`src/rtl/cfg_router_pkg.sv`:
```
package cfg_router_pkg;

  typedef enum logic [2:0] {
    TGT_INTERNAL = 3'd0,
    TGT_LINK_T0  = 3'd1,
    TGT_LINK_T1  = 3'd2,
    TGT_GFX_T0   = 3'd3,
    TGT_GFX_T1   = 3'd4
  } cfgTarget_e;

  typedef struct packed {
    logic addrWrite;  // full-dword write to the address port
    logic addrRead;   // full-dword read of the address port
    logic cfgHit;     // enabled data-window access
    logic cfgWrite;   // that access is a write
    logic passHit;    // forward as plain I/O
  } ctrlStrobe_t;

endpackage

```
`src/rtl/cfg_router_ctrl.sv`:
```
module cfg_router_ctrl
  import cfg_router_pkg::*;
#(
  parameter int AddrWidth = 16,
  parameter logic [AddrWidth-1:0] CfgAddrPort = 16'h0CF8,
  parameter logic [AddrWidth-1:0] CfgDataPort = 16'h0CFC
) (
  input  logic                 clk,
  input  logic                 rstN,
  input  logic [AddrWidth-1:0] ioAddr,
  input  logic [3:0]           ioBe,
  input  logic                 ioRd,
  input  logic                 ioWr,
  input  logic                 cfgEnable,
  output ctrlStrobe_t          strobes
);

  localparam int WinLsb = 2;
  localparam logic [3:0] FullBe = '1;

  logic addrHit, dataHit, fullDw, anyAccess;

  always_comb begin
    addrHit   = (ioAddr == CfgAddrPort);
    dataHit   = (ioAddr[AddrWidth-1:WinLsb] == CfgDataPort[AddrWidth-1:WinLsb]);
    fullDw    = (ioBe == FullBe);
    anyAccess = (ioRd || ioWr) && (ioBe != '0);

    strobes.addrWrite = addrHit && fullDw && ioWr;
    strobes.addrRead  = addrHit && fullDw && ioRd;
    strobes.cfgHit    = anyAccess && dataHit && cfgEnable;
    strobes.cfgWrite  = ioWr;
    strobes.passHit   = anyAccess && ((addrHit && !fullDw) || (dataHit && !cfgEnable));
  end

  // a window access is either a decision or a pass-through, never both
  a_r4_exclusive: assert property (@(posedge clk) disable iff (!rstN)
    !(strobes.cfgHit && strobes.passHit));

  // a partial access to the address port never becomes a register write
  a_r3_partial_no_write: assert property (@(posedge clk) disable iff (!rstN)
    (addrHit && !fullDw) |-> !strobes.addrWrite);

endmodule

```
`src/rtl/cfg_router_dp.sv`:
```
module cfg_router_dp
  import cfg_router_pkg::*;
#(
  parameter int BusWidth       = 8,
  parameter int DevWidth       = 5,
  parameter int FuncWidth      = 3,
  parameter int RegWidth       = 6,
  parameter int NumInternalDev = 3
) (
  input  logic                 clk,
  input  logic                 rstN,
  input  ctrlStrobe_t          strobes,
  input  logic [31:0]          ioWdata,
  input  logic [BusWidth-1:0]  secBus,
  input  logic [BusWidth-1:0]  subBus,
  output logic [31:0]          ioRdata,
  output logic                 cfgEnable,
  output logic                 decValid,
  output cfgTarget_e           decTarget,
  output logic                 decWrite,
  output logic [BusWidth-1:0]  decBus,
  output logic [DevWidth-1:0]  decDev,
  output logic [FuncWidth-1:0] decFunc,
  output logic [RegWidth-1:0]  decReg,
  output logic                 ioPass
);

  localparam int RegLsb  = 2;
  localparam int FuncLsb = RegLsb + RegWidth;
  localparam int DevLsb  = FuncLsb + FuncWidth;
  localparam int BusLsb  = DevLsb + DevWidth;
  localparam int BusTop  = BusLsb + BusWidth;
  localparam int EnBit   = 31;
  localparam logic [31:0] FieldMask =
    ((32'h1 << BusTop) - 32'h1) & ~((32'h1 << RegLsb) - 32'h1);
  localparam logic [31:0] KeepMask = (32'h1 << EnBit) | FieldMask;
  localparam logic [DevWidth-1:0] IntDevLimit = DevWidth'(NumInternalDev);

  logic [31:0]          addrWord;
  logic [BusWidth-1:0]  selBus;
  logic [DevWidth-1:0]  selDev;
  logic [FuncWidth-1:0] selFunc;
  logic [RegWidth-1:0]  selReg;
  cfgTarget_e           route;

  always_ff @(posedge clk) begin
    if (!rstN) addrWord <= '0;
    else if (strobes.addrWrite) addrWord <= ioWdata & KeepMask;
  end

  always_comb begin
    cfgEnable = addrWord[EnBit];
    selBus    = addrWord[BusLsb +: BusWidth];
    selDev    = addrWord[DevLsb +: DevWidth];
    selFunc   = addrWord[FuncLsb +: FuncWidth];
    selReg    = addrWord[RegLsb +: RegWidth];
    ioRdata   = strobes.addrRead ? addrWord : '0;
  end

  always_comb begin
    if (selBus == '0)
      route = (selDev < IntDevLimit) ? TGT_INTERNAL : TGT_LINK_T0;
    else if (selBus == secBus)
      route = TGT_GFX_T0;
    else if ((selBus > secBus) && (selBus <= subBus))
      route = TGT_GFX_T1;
    else
      route = TGT_LINK_T1;
  end

  always_ff @(posedge clk) begin
    if (!rstN) begin
      decValid  <= 1'b0;
      ioPass    <= 1'b0;
      decTarget <= TGT_INTERNAL;
      decWrite  <= 1'b0;
      decBus    <= '0;
      decDev    <= '0;
      decFunc   <= '0;
      decReg    <= '0;
    end else begin
      decValid <= strobes.cfgHit;
      ioPass   <= strobes.passHit;
      if (strobes.cfgHit) begin
        decTarget <= route;
        decWrite  <= strobes.cfgWrite;
        decBus    <= selBus;
        decDev    <= selDev;
        decFunc   <= selFunc;
        decReg    <= selReg;
      end
    end
  end

  // reserved and low bits never read back as one
  a_r2_reserved_zero: assert property (@(posedge clk) disable iff (!rstN)
    (ioRdata & ~KeepMask) == '0);

  // a pass-through access leaves the address register alone
  a_r3_no_update: assert property (@(posedge clk) disable iff (!rstN)
    strobes.passHit |=> $stable(addrWord));

  // an internal decision always names bus 0 and a low device number
  a_r5_internal: assert property (@(posedge clk) disable iff (!rstN)
    (decValid && decTarget == TGT_INTERNAL) |-> (decBus == '0 && decDev < IntDevLimit));

  // graphics Type 0 names the secondary bus seen at the strobe
  a_r8_gfx_t0: assert property (@(posedge clk) disable iff (!rstN)
    (decValid && decTarget == TGT_GFX_T0) |-> (decBus != '0 && decBus == $past(secBus)));

  // graphics Type 1 lies strictly above secondary and within subordinate
  a_r9_gfx_t1: assert property (@(posedge clk) disable iff (!rstN)
    (decValid && decTarget == TGT_GFX_T1) |->
      (decBus > $past(secBus) && decBus <= $past(subBus)));

  // a decision and a pass-through never share a cycle
  a_r10_one_kind: assert property (@(posedge clk) disable iff (!rstN)
    !(decValid && ioPass));

endmodule

```
`src/rtl/cfg_router.sv`:
```
module cfg_router
  import cfg_router_pkg::*;
(
  input  logic        clk,
  input  logic        rstN,
  input  logic [15:0] ioAddr,
  input  logic [3:0]  ioBe,
  input  logic [31:0] ioWdata,
  input  logic        ioRd,
  input  logic        ioWr,
  output logic [31:0] ioRdata,
  input  logic [7:0]  secBus,
  input  logic [7:0]  subBus,
  output logic        decValid,
  output logic [2:0]  decTarget,
  output logic        decWrite,
  output logic [7:0]  decBus,
  output logic [4:0]  decDev,
  output logic [2:0]  decFunc,
  output logic [5:0]  decReg,
  output logic        ioPass
);

  ctrlStrobe_t strobes;
  logic        cfgEnable;
  cfgTarget_e  targetW;

  cfg_router_ctrl #(
    .AddrWidth  (16),
    .CfgAddrPort(16'h0CF8),
    .CfgDataPort(16'h0CFC)
  ) u_ctrl (
    .clk      (clk),
    .rstN     (rstN),
    .ioAddr   (ioAddr),
    .ioBe     (ioBe),
    .ioRd     (ioRd),
    .ioWr     (ioWr),
    .cfgEnable(cfgEnable),
    .strobes  (strobes)
  );

  cfg_router_dp #(
    .BusWidth      (8),
    .DevWidth      (5),
    .FuncWidth     (3),
    .RegWidth      (6),
    .NumInternalDev(3)
  ) u_dp (
    .clk      (clk),
    .rstN     (rstN),
    .strobes  (strobes),
    .ioWdata  (ioWdata),
    .secBus   (secBus),
    .subBus   (subBus),
    .ioRdata  (ioRdata),
    .cfgEnable(cfgEnable),
    .decValid (decValid),
    .decTarget(targetW),
    .decWrite (decWrite),
    .decBus   (decBus),
    .decDev   (decDev),
    .decFunc  (decFunc),
    .decReg   (decReg),
    .ioPass   (ioPass)
  );

  assign decTarget = targetW;

endmodule

```
`config.mk`:
```
export PLATFORM = sky130hd
export DESIGN_NAME = cfg_router
export DESIGN_NICKNAME = d
export VERILOG_FILES = /design/src/rtl/cfg_router_pkg.sv /design/src/rtl/cfg_router_ctrl.sv /design/src/rtl/cfg_router_dp.sv /design/src/rtl/cfg_router.sv
export SDC_FILE = /design/constraint.sdc
export NUM_CORES = 1
export LEC_CHECK = 0
export ABC_CLOCK_PERIOD_IN_PS = 5010
export CORE_UTILIZATION = 40
export CTS_CLUSTER_DIAMETER = 50
export DETAILED_ROUTE_END_ITERATION = 6
export PLACE_DENSITY = 0.81
export SYNTH_ARGS = -nofsm -noshare
export SYNTH_HDL_FRONTEND = slang
export SYNTH_SLANG_ARGS = --single-unit
```
`constraint.sdc`:
```
create_clock -name clk -period 5.01 [get_ports clk]
set_input_delay 0.501 -clock clk [delete_from_list [all_inputs] [get_ports clk]]
set_output_delay 0.501 -clock clk [all_outputs]
set_load 0.1 [all_outputs]
```
==> results of run 1 <==
-- area by class of cell --
class | instances | area (um^2)
repair buffers | 114 | 1081
clock inverters | 2 | 35.03
inverters | 16 | 60.06
well taps | 75 | 93.84
fillers | 575 | 2316
multi-input cells | 245 | 1371
clock buffers | 6 | 82.58
flip-flops and latches | 51 | 1021
-- path summary, 6_finish.rpt --
| check | start | to |
|---|---|---|
| max | ioAddr[13] | ioRdata[11] |
| min | u_dp.decReg[0] | u_dp.decReg[0] |
| max reg2reg | u_dp.addrWord[31] | u_dp.decTarget[1] |
| min reg2reg | u_dp.decReg[0] | u_dp.decReg[0] |
-- cells in the mapped netlist --
master     instances  area (um^2)
o311ai_1           1        8.760
o21ai_1            1        5.000
nor2b_1            4        25.02
buf_4              9        67.56
a21oi_1           49        245.2
o2111ai_1          1        8.760
conb_1             1        3.750
buf_2              4        20.02
and3_1             1        6.260
and4_1             2        17.52
o21ai_2            1        8.760
or4_1              1        7.510
nand2_1           89        334.1
o22ai_1            1        6.260
dfxtp_1           51         1021
nor4_1             3        18.77
inv_1             16        60.06
nor2_2             1        6.260
or3_1              1        6.260
nor3_1             3        15.01
nor3_4             1        16.27
o21ai_0            2        10.01
or2_2              1        6.260
a21oi_2            7        61.31
clkbuf_1          10        37.54
and2_1            23        143.9
nand3_1            1        5.000
buf_6              3        33.78
nand3_2            1        10.01
a211o_1            1        8.760
o211ai_1           3        22.52
nand4_1            7        43.79
nor2_1             1        3.750
and3_2             1        7.510
a32o_1             1        10.01
ha_1              16        200.2
nand2_2           11        68.82
-- logic make-up (layout without fill, tap and decap cells) --
logic type,after synthesis,count (layout)
DFF,51,51
buffers and inverters,42,138
and+or+nand+nor,152,152
AOI/OAI and AO/OA,68,68
other,1,9
adders and majority gates,16,16
-- registers in the layout, summed over array words and instances (netlist names) --
name / cells
u_dp.decBus: 8
u_dp.decDev: 5
u_dp.decFunc: 3
u_dp.decValid: 1
u_dp.decTarget: 3
u_dp.addrWord: 23
u_dp.decWrite: 1
u_dp.decReg: 6
u_dp.ioPass: 1
-- worst reg2reg max path: cells and delay by family (launching register included) --
family | cells | cell delay, ns
and+or+nand+nor | 2 | 0.91
AOI/OAI and AO/OA | 1 | 0.46
DFF | 1 | 0.39
-- layout by cell type, fill, tap and decap left out, types with 2 or more instances in the layout --
cell              n
nand2_1          89
buf_4            24
nor4_1            3
dfxtp_1          51
nor3_1            3
and2_1           23
a21oi_2           7
nand2_2          11
ha_1             16
o21ai_0           2
clkdlybuf4s50_1  90
clkbuf_8          6
nand4_1           7
inv_1            15
and4_1            2
o211ai_1          3
a21oi_1          49
conb_1            9
nor2b_1           4
-- power groups by stage --
stage	Combinational, uW	Sequential, uW	Clock (uW)
floorplan	52.6	414	0
global placement	100	414	0
detailed placement	102	414	0
CTS	102	405	299
global route	109	405	314
finish	102	405	288
-- routing by layer --
layer / up-vias / GRT usage, % / share of wire, %
met3: 10 / 5.275 / 5.1
met5: - / 0 / 0
li1: 1280 / - / -
met4: 0 / 7.719 / 1.9
met1: 1171 / 23.74 / 42
met2: 75 / 39.26 / 51
-- metrics by stage --
step	setup slack, ns	std cells	cell area (um^2)	utilization [%]
floorplan	2.326	338	2611	-
global placement	1.885	501	3627	59.85
detailed placement	1.848	501	3627	59.85
CTS	1.844	509	3745	61.79
global route	1.620	509	3745	61.79
finish	1.874	509	3745	61.79
==> flow_summary.json, run 1 <==
{
  "power_leakage_uw": 0.001432,
  "antenna_cells": 0,
  "grt_pass1_wl_um": 11070,
  "power_uw": 795.0,
  "finClkSkew_ns": 0.008880,
  "path_depth": 6,
  "syn_area_per_cell_um2": 7.822,
  "viasPerCell": 4.982,
  "endpoint_kind": "output port",
  "tightest_slew_ns": 1.127,
  "ios": 132,
  "yosysWarningCount": 0,
  "dp_hpwl_um": 5000,
  "netSwitchingPower_uw": 179.3,
  "synth-simple-area-share_pct": 28.74,
  "critPathLaunchType": "input port",
  "clock_sinks": 51,
  "globalplace.congestion": 0.8051,
  "cts_resized": 0,
  "path_delay_family": "simple AND/OR/NAND/NOR gates",
  "root_buffer": "clkbuf_8",
  "pwr-share-clk_pct": 36.2,
  "gr-usage-all-layers_pct": 21.41,
  "num_rows": 28,
  "path_class": "input port to output port",
  "coreArea_um2": 6061,
  "path_buf_inv": 2,
  "clkTransAtPathRegs_ns": 0.09,
  "drive_gt1_share_pct": 12.90,
  "setup_viol": 0,
  "p_int_uw": 615.6,
  "clk_latency_ns": 0.30,
  "synth_top_family_by_area": "simple AND/OR/NAND/NOR gates",
  "grt_pass1_vias": 2520,
  "synthAdderAreaFrac_pct": 7.756,
  "power_density_nw_per_um2": 212.3,
  "synth_xor_area_share_pct": 0,
  "syn-cell-area_um2": 2581,
  "grt_start_max_net_pins": 28,
  "min_path_type": "flip-flop to flip-flop",
  "die_w_um": 82.33,
  "die_h_um": 82.33,
  "period_needed_ns": 3.136,
  "syn_to_final_growth_pct": 45.08,
  "synth_cells": 330,
  "pwr-share-comb_pct": 12.8,
  "wire_per_inst_um": 13.30,
  "drt_iter0_drc": 114,
  "worstPathCellList": "clkdlybuf4s50_1 -> nor4_1 -> and3_2 -> and4_1 -> and2_1 -> buf_4",
  "num_vias": 2536,
  "antenna_found_initial": 0,
  "route.antenna.remaining_nets": 0,
  "start_util_pct": 42.59,
  "dr.pass1.iters": 4,
  "yosysSeqAreaShare_pct": 39.55,
  "grt-ovfl-total": 0,
  "synth_cell_type_count": 37,
  "drt-total-wl_um": 6770,
  "maxCapViolCount": 0,
  "ff2ff_setup_slack_ns": 3.14,
  "outcome": "complete, no violations",
  "switching_share_pct": 22.56,
  "drv_slew": 0,
  "io_buffers": 113,
  "cpPeakStageDelay_ns": 0.69,
  "synth_compound_area_share_pct": 15.32,
  "die_area_um2": 6778,
  "cp_slowest_cell": "and4_1",
  "nets": 521,
  "post-cts-setup-buffers": 0,
  "timing.hold.ws_ns": 0.4557,
  "vdd_ir_drop_max_v": 0.0001411,
  "seq_power_share_pct": 50.9,
  "rsz0062_at_grt": "no",
  "muxShareOfSynthArea_pct": 0,
  "ctsHtreeMaxLevel": 2,
  "route.detailed.drc": 0,
  "clock_path_buffers": 2,
  "final_hold_viol_count": 0,
  "synth-seq-cells": 51,
  "r2r_cells": 3,
  "cp_data_required_time_ns": 4.51,
  "fmax_mhz": 318.8,
  "cp.arrival_ns": 2.64,
  "cts_tree": "built",
  "numCtsBuffers": 5,
  "min_period_over_period_pct": 62.60,
  "slew_headroom_pct": 24.84,
  "path_max_fanout": 23,
  "fin_tns_setup_ns": 0,
  "postCtsHoldBufs": 0,
  "min_path_cells": 2
}
(Power assumes the default switching activity.)
==> inputs of run 2 (changes only) <==
- ABC_CLOCK_PERIOD_IN_PS: 5010 -> 2600
- CORE_UTILIZATION: 40 -> 36
- PLACE_DENSITY: 0.81 -> 0.77
- clock period: 5.01 -> 2.6 ns (I/O delays scaled with it)
==> flow_summary.json, run 2 (synthesized netlist as in run 1, its figures left out) <==
{
  "outcome": "complete, no violations",
  "numCtsBuffers": 5,
  "largest_reg_flops": 23,
  "pwr-share-comb_pct": 12.2,
  "cts_tree": "built",
  "power_uw": 1624,
  "grt_pass1_wl_um": 11520,
  "maxCapViolCount": 0,
  "grt-ovfl-total": 0,
  "path_class": "input port to output port",
  "power_leakage_uw": 0.001595,
  "dp_cells": 530,
  "seq_power_share_pct": 48.1,
  "finalNonFillerCells": 538,
  "postCtsHoldBufs": 0,
  "ctsHtreeMaxLevel": 2,
  "path_max_fanout": 23,
  "vdd_ir_drop_max_v": 0.0002253,
  "cts_resized": 0,
  "grt_pass1_vias": 2428,
  "cp_data_required_time_ns": 2.34,
  "clock_sinks": 51,
  "clock_path_buffers": 2,
  "num_vias": 2570,
  "dr.pass1.iters": 5,
  "die_h_um": 86.68,
  "viasPerCell": 4.777,
  "ios": 132,
  "drt_iter0_drc": 71,
  "antenna_cells": 0,
  "period_needed_ns": 2.324,
  "nets": 529,
  "drv_slew": 0,
  "globalplace.congestion": 0.7961,
  "top_register": "u_dp.addrWord",
  "setup_viol": 0,
  "die_w_um": 86.68,
  "n_fill_cell": 633,
  "grt_start_max_net_pins": 26,
  "top_regs": "u_dp.addrWord x23, u_dp.decBus x8, u_dp.decReg x6",
  "root_buffer": "clkbuf_8",
  "fin_tns_setup_ns": 0,
  "clk_latency_ns": 0.31,
  "syn_to_final_growth_pct": 58.07,
  "power_density_nw_per_um2": 397.9,
  "min_period_over_period_pct": 89.39,
  "io_buffers": 113,
  "cp.arrival_ns": 2.06,
  "finClkSkew_ns": 0.006549,
  "post-cts-setup-buffers": 0,
  "num_rows": 30,
  "die_area_um2": 7513,
  "rsz0062_at_grt": "no",
  "drt-total-wl_um": 7077,
  "clkTransAtPathRegs_ns": 0.09,
  "wire_per_inst_um": 13.15,
  "drive_gt1_share_pct": 20.81,
  "gr-usage-all-layers_pct": 19.59,
  "netSwitchingPower_uw": 364.1,
  "final_hold_viol_count": 0,
  "dp_hpwl_um": 5402,
  "p_int_uw": 1259,
  "fmax_mhz": 430.2,
  "coreArea_um2": 6869,
  "start_util_pct": 37.58,
  "timing.hold.ws_ns": 0.4576,
  "antenna_found_initial": 0,
  "route.detailed.drc": 0,
  "min_path_type": "flip-flop to flip-flop",
  "layout_commonest_cell": "nand2_1",
  "endpoint_kind": "output port",
  "layout.cells.most_common_list": "nand2_1 (89), clkdlybuf4s50_1 (62), dfxtp_1 (51), a21oi_1 (49), buf_4 (36)",
  "switching_share_pct": 22.43,
  "pwr-share-clk_pct": 39.8,
  "route.antenna.remaining_nets": 0,
  "critPathLaunchType": "input port"
}
## run 2: worst max-delay path, stage by stage
cell and delay, ns:
clkdlybuf4s50_1 0.40, nor4_1 0.27, and3_2 0.27, and4_1 0.19
buf_4 0.25, and2_1 0.23, buf_12 0.19
## run 2: metrics by stage
step,util (%),setup WS (ns),instance area (um^2)
2_1_floorplan,-,0.3979,2611
3_3_place_gp,57.41,0.3266,3944
3_5_place_dp,57.41,0.2649,3944
4_1_cts,59.40,0.2627,4080
5_1_grt,59.40,0.1037,4080
6_report,59.40,0.2757,4080
## run 2: final cells by class
cell class	instances	area [um^2]	area share, %
repair buffers	122	1371	33.61
clock buffers	5	68.82	1.687
multi-input cells	245	1371	33.61
inverters	16	60.06	1.472
flip-flops and latches	51	1021	25.02
clock inverters	3	67.56	1.656
well taps	96	120.1	2.944
## run 2: power by group through the flow
stage / registers [uW] / clock network [uW] / logic [uW]
finish: 780 / 645 / 198
global route: 781 / 688 / 211
CTS: 780 / 659 / 198
detailed placement: 799 / 0 / 198
global placement: 799 / 0 / 194
floorplan: 799 / 0 / 101
## run 2: path summary, 6_finish.rpt
| path | start | end | slack (ns) | cells past startpoint |
|---|---|---|---|---|
| worst max-delay path | ioAddr[13] | ioRdata[7] | 0.28 | 7 |
| worst min-delay path | u_dp.decDev[2] | u_dp.decDev[2] | 0.46 | 2 |
| worst max register to register | u_dp.addrWord[23] | u_dp.decTarget[1] | 0.89 | 6 |
| worst min register to register | u_dp.decDev[2] | u_dp.decDev[2] | 0.46 | 2 |
## run 2: layer usage
metal / share of wire (%) / vias to the layer above / global-route usage (%)
li1: - / 1294 / -
met1: 42 / 1181 / 24.32
met2: 52 / 87 / 34.85
met3: 4.6 / 8 / 2.952
met4: 1.3 / 0 / 6.061
met5: 0 / - / 0
==> inputs of run 3 (changes only) <==
--- a/config.mk
+++ b/config.mk
@@ -12,2 +12,3 @@
 export PLACE_DENSITY = 0.77
+export SKIP_CTS_REPAIR_TIMING = 1
 export SYNTH_ARGS = -nofsm -noshare
--- a/constraint.sdc
+++ b/constraint.sdc
@@ -3,2 +3,2 @@
 set_output_delay 0.26 -clock clk [all_outputs]
-set_load 0.1 [all_outputs]
+set_load 0.05 [all_outputs]
==> flow_summary.json, run 3 (synthesized netlist as in run 1, its figures left out) <==
{
  "io_buffers": 113,
  "pwr-share-comb_pct": 10.7,
  "drt-total-wl_um": 7231,
  "route.detailed.drc": 0,
  "clkTransAtPathRegs_ns": 0.09,
  "num_vias": 2571,
  "grt_pass1_vias": 2527,
  "cp_data_required_time_ns": 2.34,
  "hold_end": "u_dp.decDev[1]",
  "layout_commonest_cell": "clkdlybuf4s50_1",
  "cp.arrival_ns": 2.03,
  "viasPerCell": 4.779,
  "globalplace.congestion": 0.8012,
  "min_path_cells": 2,
  "drive_gt1_share_pct": 14.25,
  "largest_reg_flops": 23,
  "grt_pass1_wl_um": 11960,
  "layout.cells.most_common_list": "clkdlybuf4s50_1 (90), nand2_1 (89), dfxtp_1 (51), a21oi_1 (49), buf_12 (24)",
  "r2r_cells": 6,
  "gr-usage-all-layers_pct": 20.39,
  "top_layer": "met4",
  "top_regs": "u_dp.addrWord x23, u_dp.decBus x8, u_dp.decReg x6",
  "r2r-end": "u_dp.decTarget[1]",
  "antenna_found_initial": 0,
  "syn_to_final_growth_pct": 60.64,
  "ios": 132,
  "slew_headroom_pct": 63.21,
  "clock_sinks": 51,
  "tightest_slew_ns": 0.5501,
  "grt-ovfl-total": 0,
  "outcome": "complete, no violations",
  "die_h_um": 86.68,
  "top_register": "u_dp.addrWord",
  "maxCapViolCount": 0,
  "finClkSkew_ns": 0.01202,
  "period_needed_ns": 2.288,
  "hold_start": "u_dp.decDev[1]",
  "cts_tree": "built",
  "timing.hold.ws_ns": 0.4542,
  "start_util_pct": 37.58,
  "power_leakage_uw": 0.001538,
  "grt_start_max_net_pins": 29,
  "rsz0062_at_grt": "no",
  "coreArea_um2": 6869,
  "ff2ff_setup_slack_ns": 0.94,
  "dp_hpwl_um": 5492,
  "die_w_um": 86.68,
  "dr_wl_met3_um": 409,
  "wire_per_inst_um": 13.44,
  "path_max_fanout": 23,
  "numCtsBuffers": 5,
  "route.antenna.remaining_nets": 0,
  "drt_iter0_drc": 108,
  "seq_power_share_pct": 49.0,
  "netSwitchingPower_uw": 331.7,
  "path_class": "input port to output port",
  "final_hold_viol_count": 0,
  "nets": 529,
  "antenna_cells": 0,
  "met1_length_um": 2985,
  "min_period_over_period_pct": 88.01,
  "rr_startpoint": "u_dp.addrWord[23]",
  "setup_viol": 0,
  "endpoint_kind": "output port",
  "root_buffer": "clkbuf_8",
  "power_density_nw_per_um2": 384.0,
  "vdd_ir_drop_max_v": 0.0002930,
  "num_rows": 30,
  "pwr-share-clk_pct": 40.3,
  "clock_path_buffers": 2,
  "min_path_type": "flip-flop to flip-flop",
  "dr.pass1.iters": 4,
  "clk_latency_ns": 0.30,
  "p_int_uw": 1261,
  "drv_slew": 0,
  "fmax_mhz": 437.0,
  "die_area_um2": 7513,
  "met2_length_um": 3739,
  "ctsHtreeMaxLevel": 2,
  "switching_share_pct": 20.83,
  "fin_tns_setup_ns": 0,
  "critPathLaunchType": "input port"
}
run 3: per-stage QoR:
stage / worst slack (ns) / instance area, um^2 / std cells / utilization (%) / power [uW]
floorplan: 0.7271 / 2611 / 338 / - / 872.1
global placement: 0.3434 / 4014 / 530 / 58.43 / 965.2
detailed placement: 0.2553 / 4014 / 530 / 58.43 / 968.8
CTS: 0.2712 / 4146 / 538 / 60.36 / 1599
global route: 0.1391 / 4146 / 538 / 60.36 / 1643
finish: 0.3118 / 4146 / 538 / 60.36 / 1592
run 3: worst max path at each step:
stage	end	startpoint	slack [ns]
floorplan	ioRdata[10]	ioAddr[13]	0.73
global placement	u_dp.decTarget[1]	ioAddr[13]	0.34
detailed placement	u_dp.decTarget[1]	ioAddr[13]	0.26
CTS	ioRdata[5]	ioAddr[13]	0.27
global route	ioRdata[23]	ioAddr[12]	0.14
finish	ioRdata[5]	ioAddr[13]	0.31
run 3: area by class of cell:
class	count	area, um^2
tap	96	120.1
clock inverter	2	60.06
sequential	51	1021
clock buffer	6	72.57
timing repair buffer	122	1441
inverter	16	60.06
fill	616	2723
multi-input combinational	245	1371
run 3: worst max-delay path: stages:
cell             delay (ns)
clkdlybuf4s50_1        0.40
nor4_1                 0.28
and3_2                 0.27
and4_1                 0.19
buf_4                  0.24
and2_1                 0.22
buf_12                 0.15
run 3: power groups by stage:
stage	clock, uW	sequential (uW)	combinational (uW)
2_1_floorplan	0	799	73.4
3_3_place_gp	0	799	167
3_5_place_dp	0	799	170
4_1_cts	648	780	171
5_1_grt	678	781	184
6_report	642	780	170
run 3: layer usage:
layer / vias up / track usage [%]
met4: 0 / 5.303
met1: 1184 / 24.12
met3: 9 / 3.905
li1: 1295 / -
met5: - / 0
met2: 83 / 37.59
